### src/rtl/sec_cfg_guard_pkg.sv
package sec_cfg_guard_pkg;
  localparam int BUS_W     = 32;
  localparam int ADDR_W    = 8;
  localparam int NUM_GRP   = 4;
  localparam int FPU_BITS  = 6;
  localparam int FPU_GRP   = 3;
  localparam logic [1:0] SIZE_WORD = 2'b10;

  typedef struct packed {
    logic secWe;   // commit write to policy register
    logic fpuWe;   // commit write to interrupt-enable register
    logic errSet;  // rejected write this cycle
    logic rdSec;   // drive policy register on read bus
    logic rdFpu;   // drive interrupt-enable register on read bus
  } guardStrobes_t;
endpackage

### src/rtl/sec_cfg_guard_ctrl.sv
module sec_cfg_guard_ctrl
  import sec_cfg_guard_pkg::*;
#(
  parameter logic [ADDR_W-1:0] SEC_OFS = 8'h00,
  parameter logic [ADDR_W-1:0] FPU_OFS = 8'h48
) (
  input  logic               clk,
  input  logic               rstN,
  input  logic               tzEnable,
  input  logic               busSel,
  input  logic               busWrite,
  input  logic [ADDR_W-1:0]  busAddr,
  input  logic [1:0]         busSize,
  input  logic               busSecure,
  input  logic               busPriv,
  input  logic [NUM_GRP-1:0] secBits,
  output guardStrobes_t      strobes,
  output logic [NUM_GRP-1:0] nsWritePermit
);
  logic hitSec, hitFpu, isWord, fpuSecOnly;

  genvar g;
  generate
    for (g = 0; g < NUM_GRP; g++) begin : g_permit
      assign nsWritePermit[g] = !(tzEnable && secBits[g]);
    end
  endgenerate

  assign hitSec     = busSel && (busAddr == SEC_OFS);
  assign hitFpu     = busSel && (busAddr == FPU_OFS);
  assign isWord     = (busSize == SIZE_WORD);
  assign fpuSecOnly = !nsWritePermit[FPU_GRP];

  always_comb begin
    strobes = '0;
    strobes.rdSec = hitSec && !busWrite;
    strobes.rdFpu = hitFpu && !busWrite && busPriv;
    if (busWrite && hitSec) begin
      if (isWord && busPriv && busSecure) strobes.secWe  = 1'b1;
      else                                strobes.errSet = 1'b1;
    end
    if (busWrite && hitFpu) begin
      // layer 1: size, layer 2: privilege (silent), layer 3: secure-only
      if (!isWord)                         strobes.errSet = 1'b1;
      else if (!busPriv)                   strobes.errSet = 1'b0;
      else if (fpuSecOnly && !busSecure)   strobes.errSet = 1'b1;
      else                                 strobes.fpuWe  = 1'b1;
    end
  end

  p_tz_off_open_r4: assert property (@(posedge clk) disable iff (!rstN)
    !tzEnable |-> (&nsWritePermit));
  p_unpriv_silent_r5: assert property (@(posedge clk) disable iff (!rstN)
    (busSel && busWrite && !busPriv && busAddr == FPU_OFS && isWord)
      |-> !(strobes.fpuWe || strobes.errSet));
  p_size_gate_r6: assert property (@(posedge clk) disable iff (!rstN)
    (busSel && busWrite && !isWord) |-> !(strobes.fpuWe || strobes.secWe));
  p_strobe_excl_r8: assert property (@(posedge clk) disable iff (!rstN)
    $countones({strobes.secWe, strobes.fpuWe, strobes.errSet}) <= 1);
endmodule

### src/rtl/sec_cfg_guard_regs.sv
module sec_cfg_guard_regs
  import sec_cfg_guard_pkg::*;
#(
  parameter logic [FPU_BITS-1:0] FPU_RST = 6'h1F
) (
  input  logic                clk,
  input  logic                rstN,
  input  guardStrobes_t       strobes,
  input  logic [BUS_W-1:0]    busWdata,
  output logic [NUM_GRP-1:0]  secBits,
  output logic [FPU_BITS-1:0] fpuBits,
  output logic [BUS_W-1:0]    busRdata,
  output logic                accessErr
);
  always_ff @(posedge clk or negedge rstN) begin
    if (!rstN) begin
      secBits   <= '0;
      fpuBits   <= FPU_RST;
      accessErr <= 1'b0;
    end else begin
      if (strobes.secWe) secBits <= busWdata[NUM_GRP-1:0];
      if (strobes.fpuWe) fpuBits <= busWdata[FPU_BITS-1:0];
      accessErr <= strobes.errSet;
    end
  end

  always_comb begin
    busRdata = '0;
    if (strobes.rdSec)      busRdata[NUM_GRP-1:0]  = secBits;
    else if (strobes.rdFpu) busRdata[FPU_BITS-1:0] = fpuBits;
  end

  p_sec_hold_r9: assert property (@(posedge clk) disable iff (!rstN)
    !strobes.secWe |=> $stable(secBits));
  p_fpu_hold_r7: assert property (@(posedge clk) disable iff (!rstN)
    !strobes.fpuWe |=> $stable(fpuBits));
  p_err_follows_r8: assert property (@(posedge clk) disable iff (!rstN)
    strobes.errSet |=> accessErr);
  p_upper_zero_r1: assert property (@(posedge clk) disable iff (!rstN)
    busRdata[BUS_W-1:FPU_BITS] == '0);
endmodule

### src/rtl/sec_cfg_guard.sv
module sec_cfg_guard
  import sec_cfg_guard_pkg::*;
(
  input  logic        clk,
  input  logic        rstN,
  input  logic        tzEnable,
  input  logic        busSel,
  input  logic        busWrite,
  input  logic [7:0]  busAddr,
  input  logic [1:0]  busSize,
  input  logic        busSecure,
  input  logic        busPriv,
  input  logic [31:0] busWdata,
  output logic [31:0] busRdata,
  output logic        accessErr,
  output logic [3:0]  nsWritePermit,
  output logic [5:0]  fpuIntEn
);
  guardStrobes_t       strobes;
  logic [NUM_GRP-1:0]  secBits;

  sec_cfg_guard_ctrl u_ctrl (
    .clk(clk), .rstN(rstN), .tzEnable(tzEnable), .busSel(busSel),
    .busWrite(busWrite), .busAddr(busAddr), .busSize(busSize),
    .busSecure(busSecure), .busPriv(busPriv), .secBits(secBits),
    .strobes(strobes), .nsWritePermit(nsWritePermit)
  );

  sec_cfg_guard_regs u_regs (
    .clk(clk), .rstN(rstN), .strobes(strobes), .busWdata(busWdata),
    .secBits(secBits), .fpuBits(fpuIntEn), .busRdata(busRdata),
    .accessErr(accessErr)
  );

  p_ns_block_r2: assert property (@(posedge clk) disable iff (!rstN)
    (busSel && busWrite && busAddr == 8'h48 && !busSecure && tzEnable
      && !nsWritePermit[3]) |=> $stable(fpuIntEn));
  p_unpriv_raz_r5: assert property (@(posedge clk) disable iff (!rstN)
    (busSel && !busWrite && busAddr == 8'h48 && !busPriv) |-> busRdata == '0);
endmodule

### config.mk
export PLATFORM = sky130hd
export DESIGN_NAME = sec_cfg_guard
export DESIGN_NICKNAME = d
export VERILOG_FILES = /design/src/rtl/sec_cfg_guard_pkg.sv /design/src/rtl/sec_cfg_guard_ctrl.sv /design/src/rtl/sec_cfg_guard_regs.sv /design/src/rtl/sec_cfg_guard.sv
export SDC_FILE = /design/constraint.sdc
export NUM_CORES = 1
export LEC_CHECK = 0
export BUFFER_PORTS_ARGS = -buffer_cell sky130_fd_sc_hd__buf_2
export CORE_UTILIZATION = 25
export DETAILED_ROUTE_END_ITERATION = 8
export GPL_ROUTABILITY_DRIVEN = 0
export GPL_TIMING_DRIVEN = 0
export PLACE_DENSITY = 0.71
export SYNTH_ARGS = -nofsm -noshare
export SYNTH_HDL_FRONTEND = slang
export SYNTH_SLANG_ARGS = --single-unit
### constraint.sdc
create_clock -name clk -period 1.66 [get_ports clk]
set_clock_uncertainty 0.2 [all_clocks]
set_input_delay 0.249 -clock clk [delete_from_list [all_inputs] [get_ports clk]]
set_output_delay 0.249 -clock clk [all_outputs]
set_load 0.03 [all_outputs]
==> results.cfg, run 1 <==
[yosys]
seq_area_frac_synth_pct = 34.2
synth_top_area_share_pct = 23.7
synth_edf_count = 0
synthDistinctLibCells = 23
ys_top_cells_by_area = buf_4 24%, dfrtp_1 18%, dfstp_2 16%
synth_most_common_cell = buf_4
postSynthAreaPerCell_um2 = 10.8
yosysWarnings = 0
ys.flop_type = dfrtp_1
yosys-top-cells-count = 26 x buf_4, 6 x dfrtp_1, 6 x mux2_1
ys_async_sr_fraction_pct = 100
netlist_area_um2 = 823
synth_area_leader_cell = buf_4
syn_inst = 76
ys_ff_latch = 11

[sta]
setup_slack_ns = -0.200
whs_ns = 0.0232
setup_viol = 10
final.setup.tns_ns = -1.58
fin_crit_sh_pct = 112
timing.fmax_mhz = 538
final_hold_viol_count = 0
maxSlewViolCount = 0
fin_crit_ns = 1.86
rsz0062_at_grt = yes

[clocking]
root_buffer = clkbuf_4
cts.sinks = 11
insertion_delay_ns = 0.26
clk_path_buf_depth = 2
cts_buffers = 3
cts_tree = built
htreeDepth = 1
cts.clk_slew.worst_paths_ns = 0.07

[power_and_ir_drop]
p_leak_nw = 0.731
power.density_mw_per_mm2 = 482
peakVddDrop_uv = 339

[setup_path]
end_kind = primary output
critPathArrivalTime_ns = 1.41
critPathMaxFanout = 4
r2r_cells = 4
cp-start-kind = primary input
crit_required_ns = 1.21
startpoint = busAddr[1]
worstSetupPathType = primary input to primary output
r2r_start = u_regs.secBits[3]

[global_routing]
grt_antenna_before_repair = 0
grt_usage_pct = 10.9
grt_pass1_vias = 680
grt_pass1_wl_um = 2830
grt_max_degree = 12
gr-total-overflow = 0

[routing]
via_count = 702
routed_wl_um = 1800
routedWlPerCell_um = 9.28
drc = 0
via_per_inst = 3.62
drt_iter0_markers = 9
ant_nets = 0
first_pass_iters = 2

[status]
status = finished, violations left
violations = negative setup slack

[floorplanning]
std_cell_rows = 20
ioPinCount = 92
dieArea_mm2 = 0.00353
coreArea_mm2 = 0.00308
die_h_um = 59.4
die_w_um = 59.4
initial_core_util_pct = 26.7

[layout]
fin_util_pct = 43.5
area_growth_pct = 62.6
fin_area_mm2 = 0.00134
n_fill_cell = 311
antenna_cells = 0
nNetsFinal = 200
drive_gt1_share_pct = 64.0

[place]
dpl_cell_area_mm2 = 0.00118
portBuffers = 39
place_ws_ns = -0.416
hpwl_um = 1540

[min_path]
min_from = busWdata[3]
min_path_type = primary input to flip-flop
worst_hold_path.num_cells = 2

[run]
drv_cap = 0
## worst paths after layout
kind | slack, ns | end
worst max register to register | 0.04 | u_regs.fpuBits[1]
min in group asynchronous | 0.18 | u_regs.accessErr
max in group asynchronous | 0.82 | u_regs.fpuBits[3]
worst min-delay path | 0.02 | u_regs.fpuBits[3]
worst max-delay path | -0.20 | busRdata[0]
worst min register to register | 0.35 | u_regs.secBits[1]
## state kept, by name, summed over array words and instances (netlist names)
name and count:
u_regs.fpuBits 6, u_regs.secBits 4, u_regs.accessErr 1
## cell families after synthesis
family,after synthesis,share of synthesized area (%)
buffers and inverters,27,25.1
and+or+nand+nor,21,18.8
DFF,11,34.2
muxes,10,15.5
AOI/OAI and AO/OA,6,5.93
other,1,0.455
## critical path: stages
cell and delay [ns]:
buf_6 0.09, nor4b_4 0.27, nand3b_1 0.23, nor3_4 0.24, a22o_2 0.20, buf_6 0.12
## metrics by stage
step	power, mW	std cells
after CTS	0.653	193
after detailed placement	0.456	184
after global placement	0.454	184
after global routing	0.682	194
after floorplan	0.414	101
final	0.646	194
## routing by layer
layer	track usage (%)	part of all wire, %	vias up
met2	21.5	55	32
met1	10.7	37	310
met4	1.02	0	0
met3	4.59	7.4	0
met5	0	0	-
li1	-	-	360
## cells in the final DEF, fill, tap and decap left out, types with 2 or more instances in the layout
master	Yosys	routed
a22o_2	0	4
and2_4	0	2
buf_2	0	31
buf_4	26	28
buf_6	1	10
clkbuf_4	0	3
conb_1	1	26
dfrtp_1	6	6
dfstp_2	5	5
dlygate4sd3_1	0	3
mux2_1	6	5
mux2_4	4	5
nand2_1	5	5
nor2_1	3	2
## timing repair
action,in CTS,in global routing
hold buffers,3,0
hold endpoints to repair,13,0
setup buffers,2,1
resized for setup,20,3
pin swaps,7,3
endpoints found under the setup margin,16,14
## power by group
part / switching [mW] / internal (mW)
logic: 0.117 / 0.0771
registers: 0.000631 / 0.270
clock network: 0.0882 / 0.0929
## area by class of cell
class	instances	area [um^2]	area share [%]
Sequential cell	11	282	21.0
Tap cell	44	55.1	4.11
Clock buffer	4	26.3	1.96
Buffer	27	206	15.4
Timing Repair Buffer	45	302	22.5
Multi-Input combinational cell	63	468	35.0
No activity file was read; power rests on OpenSTA's default activity.
==> run 2: changes to the inputs <==
Settings changed: PLACE_DENSITY 0.71 to 0.68.
Clock period 1.66 ns to 2.3 ns, I/O delays scaled along.
==> run 2 against run 1 <==
The flow now finishes without violations. Combinational power down 31%. Setup slack better by 0.31 ns. Sequential power down 28%. Hold slack better by 0.071 ns. Die area unchanged. Critical path depth unchanged.
==> results.cfg, run 2 (same netlist as run 1, synthesis figures left out) <==
[status]
status = complete, no violations

[clocking]
cts.sinks = 11
cts.clk_slew.worst_paths_ns = 0.07
clk_path_buf_depth = 2
htreeDepth = 1
cts_buffers = 3
post-cts-setup-buffer-count = 0
cts_tree = built
root_buffer = clkbuf_4
insertion_delay_ns = 0.27

[setup_path]
cp-start-kind = primary input
end_kind = primary output
critPathArrivalTime_ns = 1.65
path_cells = buf_2 > nor4b_4 > nand3b_1 > nor3_2 > a22o_1 > buf_2
r2r_slack_ns = 0.59
crit_required_ns = 1.75
cp_slowest_cell = nor4b_4
critPathMaxFanout = 4
crit_path_frequent_cell = buf_2
worstSetupPathType = primary input to primary output
critPathTopFamily = simple AND/OR/NAND/NOR gates
path_buf_inv = 2
max_stage_delay_ns = 0.30

[global_routing]
gr-total-overflow = 0
grt_usage_pct = 10.7
grt_pass1_wl_um = 2700
grt_max_degree = 12
grt_pass1_vias = 616
grt_antenna_before_repair = 0

[floorplanning]
initial_core_util_pct = 26.7
die_w_um = 59.4
coreArea_mm2 = 0.00308
die_h_um = 59.4
std_cell_rows = 20
dieArea_mm2 = 0.00353
ioPinCount = 92

[sta]
fin_crit_ns = 2.19
rsz0062_at_grt = no
fin_crit_sh_pct = 95.2
final.setup.tns_ns = 0
maxSlewViolCount = 0
setup_viol = 0
timing.fmax_mhz = 457
final_hold_viol_count = 0

[layout]
area_growth_pct = 47.1
regMostFlops = u_regs.fpuBits
final_cell_mix = 39 x buf_2, 26 x buf_4, 26 x conb_1
reg_top3 = u_regs.fpuBits x6, u_regs.secBits x4, u_regs.accessErr x1
final_common_cell = buf_2
antenna_cells = 0
nNetsFinal = 195
largest_reg_flops = 6
finalNonFillerCells = 189
drive_gt1_share_pct = 57.9

[power_and_ir_drop]
p_leak_nw = 0.690
power.density_mw_per_mm2 = 380
peakVddDrop_uv = 105

[routing]
via_per_inst = 3.58
via_count = 677
ant_nets = 0
drc = 0
drt_iter0_markers = 14
routed_wl_um = 1790
routedWlPerCell_um = 9.49
first_pass_iters = 4

[min_path]
min_path_type = primary input to flip-flop

[place]
hpwl_um = 1520
dpl.cell_count = 184
portBuffers = 39

[run]
drv_cap = 0
run 2: timing repair:
action / 4_1_cts / 5_1_grt
hold buffers: 1 / 0
setup endpoints to repair: 0 / 4
resized for setup: 0 / 2
hold endpoints to repair: 11 / 0
run 2: power by group:
| group | total [mW] | switching [mW] | internal (mW) |
|---|---|---|---|
| logic | 0.134 | 0.0835 | 0.0505 |
| clock network | 0.131 | 0.0635 | 0.0671 |
| registers | 0.195 | 0.000476 | 0.195 |
| total | 0.460 | 0.147 | 0.312 |
run 2: worst register-to-register path, stage by stage, from the launching register on:
cell and delay [ns]:
dfrtp_1 0.41, and3b_1 0.21, nor4_4 0.41, mux2_1 0.36
run 2: final cells by class:
class,instances,area (um^2)
sequential,11,282
clock buffer,4,26.3
buffer,27,206
fill,306,1870
tap,44,55.1
multi-input combinational,63,437
timing repair buffer,40,205
run 2: worst paths after layout:
check / end / start / depth (start not counted)
worst max-delay path: busRdata[2] / busAddr[7] / 6
worst min-delay path: u_regs.fpuBits[5] / busWdata[5] / 2
worst max register to register: u_regs.fpuBits[5] / u_regs.secBits[3] / 3
worst min register to register: u_regs.fpuBits[5] / u_regs.fpuBits[5] / 1
max in group asynchronous: u_regs.fpuBits[1] / rstN / 2
min in group asynchronous: u_regs.accessErr / rstN / 2
run 2: through the flow:
step | power, mW | hold slack (ns) | setup WS [ns] | area (um^2) | util [%]
floorplan | 0.299 | -0.151 | 0.352 | 917 | -
global placement | 0.328 | 0.0279 | 0.0640 | 1170 | 37.9
detailed placement | 0.329 | 0.0275 | 0.0358 | 1170 | 37.9
CTS | 0.469 | 0.0839 | 0.0390 | 1200 | 39.1
global route | 0.489 | 0.0787 | 0.0149 | 1210 | 39.3
finish | 0.460 | 0.0938 | 0.110 | 1210 | 39.3
run 2: routing by layer:
metal | vias up | part of all wire (%) | track usage (%)
met1 | 298 | 35 | 10.5
met3 | 0 | 6.9 | 3.28
met2 | 29 | 58 | 20.5
met4 | 0 | 0 | 4.08
met5 | - | 0 | 0
li1 | 350 | - | -
==> run 3: changes to the inputs <==
Settings changed: RECOVER_POWER set to 100.
==> run 3 against run 2 <==
Flip-flop and latch count is the same. Combinational power is essentially flat. Sequential power about the same. Global-route usage is the same. Non-clock buffer count stayed put. First-iteration DRC count did not move. Highest routed layer unchanged.
==> results.cfg, run 3 (same netlist as run 1, synthesis figures left out) <==
[status]
status = complete, no violations

[floorplanning]
coreArea_mm2 = 0.00308
initial_core_util_pct = 26.7
std_cell_rows = 20
ioPinCount = 92
dieArea_mm2 = 0.00353
die_h_um = 59.4
die_w_um = 59.4

[sta]
worst_slew_pin_slew_ns = 0.680
setup_viol = 0
rsz0062_at_grt = no
relSlewSlack_pct = 54.3
fin_crit_ns = 2.20
final.setup.tns_ns = 0
timing.fmax_mhz = 455
maxSlewViolCount = 0
fin_crit_sh_pct = 95.6
final_hold_viol_count = 0
setup_slack_ns = 0.100

[setup_path]
end_kind = primary output
worstSetupPathType = primary input to primary output
cp-start-kind = primary input
critPathArrivalTime_ns = 1.65
crit_required_ns = 1.75
critPathMaxFanout = 4

[clocking]
cts_tree = built
clk_path_buf_depth = 2
insertion_delay_ns = 0.27
root_buffer = clkbuf_4
post-cts-setup-buffer-count = 0
htreeDepth = 1
cts.sinks = 11
cts_buffers = 3
cts.clk_slew.worst_paths_ns = 0.07

[layout]
reg_top3 = u_regs.fpuBits x6, u_regs.secBits x4, u_regs.accessErr x1
antenna_cells = 0
fin_util_pct = 38.0
regMostFlops = u_regs.fpuBits
largest_reg_flops = 6
finalNonFillerCells = 189
nNetsFinal = 195
fin_area_mm2 = 0.00117
area_growth_pct = 41.9
drive_gt1_share_pct = 46.9
final_cell_mix = 26 x buf_4, 26 x conb_1, 21 x buf_2

[routing]
via_count = 679
routed_wl_um = 1840
drt_iter0_markers = 14
drc = 0
first_pass_iters = 3
via_per_inst = 3.59
routedWlPerCell_um = 9.75
ant_nets = 0

[power_and_ir_drop]
power.density_mw_per_mm2 = 393
p_leak_nw = 0.633
peakVddDrop_uv = 105

[global_routing]
grt_max_degree = 12
gr-total-overflow = 0
grt-busiest-layer = met2
grt_pass1_wl_um = 2700
grt_antenna_before_repair = 0
grt_pass1_vias = 616
globalRouteMet2Util_pct = 20.5
use_met1_pct = 10.5
grtUsageMet3_pct = 3.28
grt_usage_pct = 10.7

[place]
place_ws_ns = 0.0358
dpl.cell_count = 184
dpl_cell_area_mm2 = 0.00117
hpwl_um = 1520
portBuffers = 39

[min_path]
min_path_type = primary input to flip-flop

[run]
drv_cap = 0
[run 3: cell types whose count changed in the layout (fill, tap and decap cells not counted)]
cell / previous run / this run
buf_6: 1 / 0
mux2_4: 4 / 1
buf_2: 39 / 21
nor4_2: 0 / 1
nor4_4: 1 / 0
clkbuf_1: 1 / 14
clkbuf_2: 0 / 6
mux2_1: 6 / 9
[run 3: per-layer routing]
layer	share of wire (%)	routed length (um)
met5	0	0
met4	0	0
met3	6.1	113
met2	57	1050
met1	37	676
[run 3: per-stage QoR]
| step | total power [mW] | hold slack [ns] |
|---|---|---|
| after floorplan | 0.299 | -0.151 |
| after global placement | 0.328 | 0.0279 |
| after detailed placement | 0.329 | 0.0275 |
| after CTS | 0.469 | 0.0839 |
| after global routing | 0.488 | 0.0786 |
| final | 0.460 | 0.0932 |
[run 3: where the power goes]
group / total [mW] / internal, mW / switching, mW
clock: 0.131 / 0.0671 / 0.0644
combinational: 0.133 / 0.0498 / 0.0830
sequential: 0.195 / 0.195 / 0.000490
[run 3: path summary, 6_finish.rpt]
path / startpoint / depth (start not counted) / slack [ns] / end
setup / recovery: busAddr[7] / 6 / 0.10 / busRdata[2]
hold / removal: busWdata[5] / 2 / 0.09 / u_regs.fpuBits[5]
setup reg to reg: u_regs.secBits[3] / 3 / 0.42 / u_regs.fpuBits[5]
hold reg to reg: u_regs.fpuBits[5] / 1 / 0.32 / u_regs.fpuBits[5]
max in group asynchronous: rstN / 2 / 1.11 / u_regs.secBits[1]
min in group asynchronous: rstN / 2 / 0.41 / u_regs.accessErr
[run 3: worst max-delay path: stages]
cell,delay [ns]
buf_2,0.12
nor4b_4,0.30
nand3b_1,0.18
nor3_2,0.29
a22o_1,0.22
clkbuf_2,0.20
[run 3: layout make-up]
class	count	area, um^2
Tap cell	44	55.1
Buffer	27	199
Timing Repair Buffer	40	190
Clock buffer	4	26.3
Fill cell	320	1910
Sequential cell	11	282
Multi-Input combinational cell	63	417
[run 3: repair_timing]
action | in CTS | in global routing
setup endpoints to repair | 0 | 4
hold endpoints to repair | 11 | 0
gates resized for setup | 0 | 2
hold buffers | 1 | 0
